## src/rtl/rtcmon_pkg.sv

```systemverilog
package rtcmon_pkg;

    typedef enum logic [2:0] {
        EV_START   = 3'd0,
        EV_RSTART  = 3'd1,
        EV_ADDR_WR = 3'd2,
        EV_ADDR_RD = 3'd3,
        EV_DATA_WR = 3'd4,
        EV_DATA_RD = 3'd5,
        EV_STOP    = 3'd6
    } ev_kind_e;

    typedef enum logic [2:0] {
        ST_IDLE,
        ST_WAIT_AW,
        ST_WAIT_PTR,
        ST_WR_BURST,
        ST_WAIT_AR,
        ST_RD_BURST
    } mon_state_e;

endpackage

```

## src/rtl/rtcmon_fsm.sv

```systemverilog
module rtcmon_fsm
    import rtcmon_pkg::*;
#(
    parameter int          PTR_W    = 6,
    parameter logic [6:0]  DEV_ADDR = 7'h68
) (
    input  logic             clk,
    input  logic             rst_n,
    input  logic             ev_valid,
    input  logic [2:0]       ev_kind,
    input  logic [7:0]       ev_byte,
    output logic             acc_fire,
    output logic             acc_read,
    output logic [PTR_W-1:0] acc_idx,
    output logic [7:0]       acc_byte,
    output logic             end_fire,
    output logic             end_read
);

    typedef struct packed {
        mon_state_e       st;
        logic [PTR_W-1:0] ptr;
    } fsm_t;

    fsm_t     fsm_d, fsm_q;
    ev_kind_e kind;
    logic     addr_hit;

    assign kind     = ev_kind_e'(ev_kind);
    assign addr_hit = (ev_byte[6:0] == DEV_ADDR);

    always_comb begin
        fsm_d    = fsm_q;
        acc_fire = 1'b0;
        acc_read = 1'b0;
        acc_idx  = fsm_q.ptr;
        acc_byte = ev_byte;
        end_fire = 1'b0;
        end_read = 1'b0;
        if (ev_valid) begin
            if (fsm_q.st == ST_IDLE) begin
                if (kind == EV_START) fsm_d.st = ST_WAIT_AW;
            end else begin
                case (kind)
                    EV_START:  fsm_d.st = ST_WAIT_AW;
                    EV_RSTART: fsm_d.st = (fsm_q.st == ST_WR_BURST) ? ST_WAIT_AR : ST_WAIT_AW;
                    EV_STOP: begin
                        fsm_d.st = ST_IDLE;
                        end_fire = (fsm_q.st == ST_WR_BURST) || (fsm_q.st == ST_RD_BURST);
                        end_read = (fsm_q.st == ST_RD_BURST);
                    end
                    EV_ADDR_WR: begin
                        if (!addr_hit)                   fsm_d.st = ST_IDLE;
                        else if (fsm_q.st == ST_WAIT_AW) fsm_d.st = ST_WAIT_PTR;
                    end
                    EV_ADDR_RD: begin
                        if (!addr_hit)                   fsm_d.st = ST_IDLE;
                        else if (fsm_q.st == ST_WAIT_AR) fsm_d.st = ST_RD_BURST;
                    end
                    EV_DATA_WR: begin
                        if (fsm_q.st == ST_WAIT_PTR) begin
                            fsm_d.ptr = ev_byte[PTR_W-1:0];
                            fsm_d.st  = ST_WR_BURST;
                        end else if (fsm_q.st == ST_WR_BURST) begin
                            acc_fire  = 1'b1;
                            fsm_d.ptr = fsm_q.ptr + 1'b1;
                        end
                    end
                    EV_DATA_RD: begin
                        if (fsm_q.st == ST_RD_BURST) begin
                            acc_fire  = 1'b1;
                            acc_read  = 1'b1;
                            fsm_d.ptr = fsm_q.ptr + 1'b1;
                        end
                    end
                    default: ;
                endcase
            end
        end
    end

    always_ff @(posedge clk) begin
        if (!rst_n) begin
            fsm_q.st  <= ST_IDLE;
            fsm_q.ptr <= '0;
        end else begin
            fsm_q <= fsm_d;
        end
    end

    assert_idle_hold_R1: assert property (@(posedge clk) disable iff (!rst_n)
        (fsm_q.st == ST_IDLE && !(ev_valid && kind == EV_START)) |=> fsm_q.st == ST_IDLE);

    assert_ptr_step_R3: assert property (@(posedge clk) disable iff (!rst_n)
        (ev_valid && kind == EV_DATA_WR && fsm_q.st == ST_WR_BURST)
            |=> fsm_q.ptr == PTR_W'($past(fsm_q.ptr) + 1'b1));

    assert_rd_entry_R4: assert property (@(posedge clk) disable iff (!rst_n)
        $rose(fsm_q.st == ST_RD_BURST) |-> $past(fsm_q.st) == ST_WAIT_AR);

    assert_restart_R8: assert property (@(posedge clk) disable iff (!rst_n)
        (ev_valid && kind == EV_START && fsm_q.st != ST_IDLE) |=> fsm_q.st == ST_WAIT_AW);

endmodule

```

## src/rtl/rtcmon_class.sv

```systemverilog
module rtcmon_class #(
    parameter int PTR_W     = 6,
    parameter int CTRL_REGS = 8
) (
    input  logic [PTR_W-1:0] idx,
    output logic             is_ram
);

    localparam logic [PTR_W-1:0] CTRL_LIM = PTR_W'(CTRL_REGS);

    generate
        if (CTRL_REGS <= 0) begin : g_all_ram
            assign is_ram = 1'b1;
        end else begin : g_split
            assign is_ram = (idx >= CTRL_LIM);
        end
    endgenerate

endmodule

```

## src/rtl/rtcmon_report.sv

```systemverilog
module rtcmon_report #(
    parameter int PTR_W     = 6,
    parameter int CNT_W     = 16,
    parameter int CTRL_REGS = 8
) (
    input  logic             clk,
    input  logic             rst_n,
    input  logic             acc_fire,
    input  logic             acc_read,
    input  logic [PTR_W-1:0] acc_idx,
    input  logic [7:0]       acc_byte,
    input  logic             acc_ram,
    input  logic             end_fire,
    input  logic             end_read,
    output logic             acc_valid,
    output logic             acc_is_read,
    output logic [PTR_W-1:0] acc_index,
    output logic [7:0]       acc_data,
    output logic             acc_is_ram,
    output logic             burst_done,
    output logic             burst_is_read,
    output logic [CNT_W-1:0] burst_count
);

    localparam logic [PTR_W-1:0] CTRL_LIM = PTR_W'(CTRL_REGS);

    typedef struct packed {
        logic             valid;
        logic             rd;
        logic [PTR_W-1:0] idx;
        logic [7:0]       data;
        logic             ram;
        logic             done;
        logic             done_rd;
        logic [CNT_W-1:0] cnt;
    } rep_t;

    rep_t rep_d, rep_q;

    always_comb begin
        rep_d         = rep_q;
        rep_d.valid   = acc_fire;
        rep_d.done    = end_fire;
        if (acc_fire) begin
            rep_d.rd   = acc_read;
            rep_d.idx  = acc_idx;
            rep_d.data = acc_byte;
            rep_d.ram  = acc_ram;
        end
        if (end_fire) begin
            rep_d.done_rd = end_read;
            rep_d.cnt     = rep_q.cnt + 1'b1;
        end
    end

    always_ff @(posedge clk) begin
        if (!rst_n) begin
            rep_q <= '0;
        end else begin
            rep_q <= rep_d;
        end
    end

    assign acc_valid     = rep_q.valid;
    assign acc_is_read   = rep_q.rd;
    assign acc_index     = rep_q.idx;
    assign acc_data      = rep_q.data;
    assign acc_is_ram    = rep_q.ram;
    assign burst_done    = rep_q.done;
    assign burst_is_read = rep_q.done_rd;
    assign burst_count   = rep_q.cnt;

    assert_done_single_R5: assert property (@(posedge clk) disable iff (!rst_n)
        burst_done |=> !burst_done);

    assert_count_step_R5: assert property (@(posedge clk) disable iff (!rst_n)
        burst_done |-> burst_count == CNT_W'($past(burst_count) + 1'b1));

    assert_class_R6: assert property (@(posedge clk) disable iff (!rst_n)
        acc_valid |-> (acc_is_ram == (acc_index >= CTRL_LIM)));

endmodule

```

## src/rtl/i2c_rtc_monitor.sv

```systemverilog
module i2c_rtc_monitor #(
    parameter int          PTR_W     = 6,
    parameter int          CNT_W     = 16,
    parameter int          CTRL_REGS = 8,
    parameter logic [6:0]  DEV_ADDR  = 7'h68
) (
    input  logic             clk,
    input  logic             rst_n,
    input  logic             ev_valid,
    input  logic [2:0]       ev_kind,
    input  logic [7:0]       ev_byte,
    output logic             acc_valid,
    output logic             acc_is_read,
    output logic [PTR_W-1:0] acc_index,
    output logic [7:0]       acc_data,
    output logic             acc_is_ram,
    output logic             burst_done,
    output logic             burst_is_read,
    output logic [CNT_W-1:0] burst_count
);

    logic             fire, fire_rd, stop_fire, stop_rd, ram_flag;
    logic [PTR_W-1:0] idx;
    logic [7:0]       dbyte;

    rtcmon_fsm #(.PTR_W(PTR_W), .DEV_ADDR(DEV_ADDR)) u_fsm (
        .clk      (clk),
        .rst_n    (rst_n),
        .ev_valid (ev_valid),
        .ev_kind  (ev_kind),
        .ev_byte  (ev_byte),
        .acc_fire (fire),
        .acc_read (fire_rd),
        .acc_idx  (idx),
        .acc_byte (dbyte),
        .end_fire (stop_fire),
        .end_read (stop_rd)
    );

    rtcmon_class #(.PTR_W(PTR_W), .CTRL_REGS(CTRL_REGS)) u_class (
        .idx    (idx),
        .is_ram (ram_flag)
    );

    rtcmon_report #(.PTR_W(PTR_W), .CNT_W(CNT_W), .CTRL_REGS(CTRL_REGS)) u_report (
        .clk           (clk),
        .rst_n         (rst_n),
        .acc_fire      (fire),
        .acc_read      (fire_rd),
        .acc_idx       (idx),
        .acc_byte      (dbyte),
        .acc_ram       (ram_flag),
        .end_fire      (stop_fire),
        .end_read      (stop_rd),
        .acc_valid     (acc_valid),
        .acc_is_read   (acc_is_read),
        .acc_index     (acc_index),
        .acc_data      (acc_data),
        .acc_is_ram    (acc_is_ram),
        .burst_done    (burst_done),
        .burst_is_read (burst_is_read),
        .burst_count   (burst_count)
    );

endmodule

```

## config.mk

```make
export PLATFORM = sky130hd
export DESIGN_NAME = i2c_rtc_monitor
export DESIGN_NICKNAME = d
export VERILOG_FILES = /design/src/rtl/rtcmon_pkg.sv /design/src/rtl/rtcmon_fsm.sv /design/src/rtl/rtcmon_class.sv /design/src/rtl/rtcmon_report.sv /design/src/rtl/i2c_rtc_monitor.sv
export SDC_FILE = /design/constraint.sdc
export NUM_CORES = 1
export LEC_CHECK = 0
export ABC_CLOCK_PERIOD_IN_PS = 1700
export BUFFER_PORTS_ARGS = -buffer_cell sky130_fd_sc_hd__buf_2
export CORE_ASPECT_RATIO = 0.7
export CORE_MARGIN = 2
export CORE_UTILIZATION = 45
export CTS_BUF_LIST = sky130_fd_sc_hd__clkbuf_4 sky130_fd_sc_hd__clkbuf_8
export DETAILED_ROUTE_END_ITERATION = 16
export PLACE_DENSITY = 0.71
export SYNTH_ARGS = -nofsm -noshare
export SYNTH_HDL_FRONTEND = slang
export SYNTH_SLANG_ARGS = --single-unit
```

## constraint.sdc

```tcl
create_clock -name clk -period 1.7 [get_ports clk]
set_input_delay 0.085 -clock clk [delete_from_list [all_inputs] [get_ports clk]]
set_output_delay 0.085 -clock clk [all_outputs]
set_load 0.1 [all_outputs]
```

==> impl_summary.log <==
[metrics] buffer depth of the longest clock path: 2
[metrics] total grt overflow: 0
[metrics] layout-stage area growth over the synthesis result: 26.0%
[metrics] floorplan core area: 0.00473 mm2
[metrics] number of I/O port buffers: 48
[metrics] post-placement worst setup slack: -0.0895 ns
[metrics] number of enable flip-flop cells after synthesis: 0
[metrics] leak pwr: 1.08 nW
[metrics] data arrival at the endpoint of the critical path: 1.81 ns
[metrics] cell family with most CP delay: simple AND/OR/NAND/NOR gates
[metrics] number of ports placed on the die boundary: 49
[metrics] Post-Route Setup TNS: 0 ns
[metrics] sum of buffers and inverters on the critical path: 0
[metrics] Period minus WS final: 1.63 ns
[metrics] Hold WC Path Type: input pin to flop
[metrics] Reg2Reg Launch Point: u_fsm.fsm_q[8]
[metrics] Setup CP Type: flop to flop
[metrics] Avg Cell Area, Syn: 8.69 um2
[metrics] slew margin rel.: 0.670
[metrics] H-tree depth: 2
[metrics] total number of vias: 1954
[metrics] run status: completed
[metrics] Synth Flop Type: dfxtp_1
[metrics] Netlist Area Pre-Place: 0.00219 mm2
[metrics] n_diodes: 0
[metrics] number of design rule violations left after detail routing: 0
[metrics] transition time of the tightest slew-check pin: 0.499 ns
[metrics] placement row count: 21
[metrics] Root Buffer Master: clkbuf_8
[metrics] R2R Path End: u_fsm.acc_idx[4]
[metrics] Critical Path End Type: flop
[metrics] TritonRoute pass-1 iters: 4
[metrics] power density cells: 658 mW/mm2
[metrics] setup skew after layout: 0.00442 ns
[metrics] height of the die: 62.4 um
[metrics] routed length per instance: 13.5 um
[metrics] number of max-cap violations: 0
[metrics] via count of the first global-routing pass: 1735
[metrics] fraction of layout cells with a size suffix above 1: 0.341
[metrics] startpoint type of the worst setup path: flop
[metrics] placed wire-length estimate: 3500 um
[metrics] Finish-stage setup viols: 0
[metrics] count of fill cells added during filler insertion: 430
[metrics] register-to-register path setup slack: 0.07 ns
[metrics] leading cell types in the layout, fill and taps excluded: buf_2, nor2_1, dfxtp_1, nand2_1, buf_4
[metrics] YS warnings: 0
[metrics] synthesis-stage register bit count: 44
[metrics] Total Die Area: 0.00545 mm2
[metrics] Required @ worst endpoint: 1.89 ns
[metrics] final weighted congestion in routability-driven placement: 0.861
[metrics] clock latency on the worst-skew pair: 0.29 ns
[metrics] Max Clock Freq: 614 MHz
[metrics] Peak supply drop: 0.414 mV
[metrics] routed wire length: 4990 um
[metrics] length in cells of the worst reg-to-reg path: 5
[metrics] layout net count: 330
[metrics] delay of the slowest cell on the worst path: 0.42 ns
[metrics] pin count of the biggest net entering global routing: 40
[metrics] hold path cells: 3
[metrics] CP max FO: 7
[metrics] number of antenna violations at the first check in global routing: 0
[metrics] Hold Path End: u_report.acc_data[7]
[metrics] Setup WS post-layout: 0.0726 ns
[metrics] clock buffers created by TritonCTS: 5
[metrics] final instance count without filler cells: 371
[metrics] sequential share of the synthesized area: 0.402
[metrics] cells after synthesis: 252
[metrics] placed cells: 361
[metrics] aggregate global-route resource usage: 0.191
[metrics] syn nets: 269
[metrics] commonest non-fill, non-tap cell in the layout: buf_2
[metrics] beginning of the worst hold path: ev_byte[7]
[metrics] number of routed nets with antenna violations: 0
[metrics] share of flip-flops with an asynchronous set or reset after synthesis: 0
[metrics] synth unique cells: 57
[metrics] first-pass GRT wire length: 8250 um
[metrics] clock input transition at the sequential cells of the worst setup and hold paths: 0.08 ns
[metrics] ratio of routed vias to standard cells: 5.27
[metrics] crit-path cells: or3b_4 -> a21o_2 -> mux2_1 -> nand3_1 -> o21ai_1
[metrics] Initial Utilization: 0.463
[metrics] total count of hold-check failures in the final report: 0
[metrics] share of the clock period used by the worst path: 0.957
[metrics] Iter 0 DRT Violations: 112
[metrics] TritonCTS clock tree: done
[metrics] slowest library cell on the worst path: or3b_4
[metrics] number of max-slew violations in the final report: 0
[metrics] number of clock sinks: 44
[metrics] floorplan die width: 87.4 um
report_power, final:
group          internal, mW  switching (mW)  total (mW)
Sequential             1.01         0.00219        1.01
Clock                 0.348           0.353       0.701
Combinational        0.0384          0.0619       0.100
flip-flops by register name, indices dropped and copies added, names as in the netlist:
register	count
u_report.burst_is_read	1
u_report.acc_valid	1
u_report.burst_done	1
u_report.acc_is_ram	1
u_report.acc_is_read	1
u_report.acc_index	6
u_report.burst_count	16
u_fsm.acc_idx	6
u_report.acc_data	8
u_fsm.fsm_q	3
worst max path at each step:
stage / start / endpoint / slack, ns / cells after the start
2_1_floorplan: u_report.burst_count[10] / u_report.burst_count[15] / -0.02 / 5
3_3_place_gp: ev_byte[0] / u_fsm.fsm_q[7] / -0.05 / 6
3_5_place_dp: ev_byte[0] / u_fsm.fsm_q[7] / -0.09 / 6
4_1_cts: u_fsm.fsm_q[8] / u_fsm.fsm_q[8] / 0.01 / 4
5_1_grt: u_fsm.fsm_q[8] / u_fsm.fsm_q[6] / -0.004 / 5
6_report: u_fsm.fsm_q[8] / u_fsm.acc_idx[4] / 0.07 / 5
tightest hold or removal path: stages:
cell	delay (ns)
buf_2	0.08
mux2i_1	0.06
nor2_1	0.08
logic make-up after synthesis:
group | Yosys count | synth area share
AND/OR/NAND/NOR | 109 | 0.247
adder cells (fa/ha/maj) | 3 | 0.0171
XOR/XNOR | 15 | 0.0634
flip-flops | 44 | 0.402
multiplexers | 16 | 0.0743
AO/OA/AOI/OAI | 40 | 0.134
buffers and inverters | 25 | 0.0617
synth_stat cells (2+ instances only):
cell type / n / share of area
a211oi_1: 2 / 0.0069
a21boi_0: 2 / 0.0069
a21o_1: 2 / 0.0069
a21oi_1: 10 / 0.023
a311oi_1: 2 / 0.0080
and2b_1: 2 / 0.0069
and4_1: 2 / 0.0080
buf_2: 3 / 0.0069
buf_4: 2 / 0.0069
buf_6: 4 / 0.021
clkbuf_1: 4 / 0.0069
dfxtp_1: 44 / 0.40
ha_1: 3 / 0.017
inv_1: 9 / 0.015
mux2_1: 2 / 0.010
mux2i_1: 14 / 0.064
nand2_1: 22 / 0.038
nand2b_1: 2 / 0.0057
nand3_1: 13 / 0.030
nor2_1: 37 / 0.063
nor3_1: 13 / 0.030
nor4_1: 4 / 0.011
o21ai_0: 2 / 0.0046
o21ai_1: 4 / 0.0091
o21bai_1: 2 / 0.0069
o31ai_1: 2 / 0.0069
or3_1: 2 / 0.0057
xnor2_1: 12 / 0.048
xor2_1: 2 / 0.0080
what timing repair did:
action	CTS	global route
endpoints found under the setup margin	3	19
hold buffers	0	0
cloned	0	1
resized for setup	1	14
pin swaps	0	4
buffers inserted	0	1
layer usage:
metal	part of all wire	GRT usage	up-vias	wire [um]
met1	0.51	0.280	903	2560
met2	0.42	0.277	47	2110
met5	0	0	-	0
met3	0.056	0.0399	4	278
met4	0.0082	0.0615	0	41
li1	-	-	1000	-
final cells by class:
class	count	area, um2	area share
Sequential cell	44	931	0.337
Multi-Input combinational cell	183	1210	0.440
Clock buffer	7	90.1	0.0327
Timing Repair Buffer	68	404	0.146
Tap cell	57	71.3	0.0259
Inverter	11	41.3	0.0150
Clock inverter	1	6.26	0.00227
stage by stage:
step / power, mW / util / hold WS (ns) / cell area [um2]
after CTS: 1.83 / 0.570 / 0.0448 / 2690
after floorplan: 1.10 / - / 0.232 / 2230
after global routing: 1.88 / 0.583 / 0.0659 / 2760
after detailed placement: 1.14 / 0.549 / 0.363 / 2600
final: 1.82 / 0.583 / 0.0442 / 2760
after global placement: 1.14 / 0.549 / 0.320 / 2600
(Power assumes the default switching activity.)
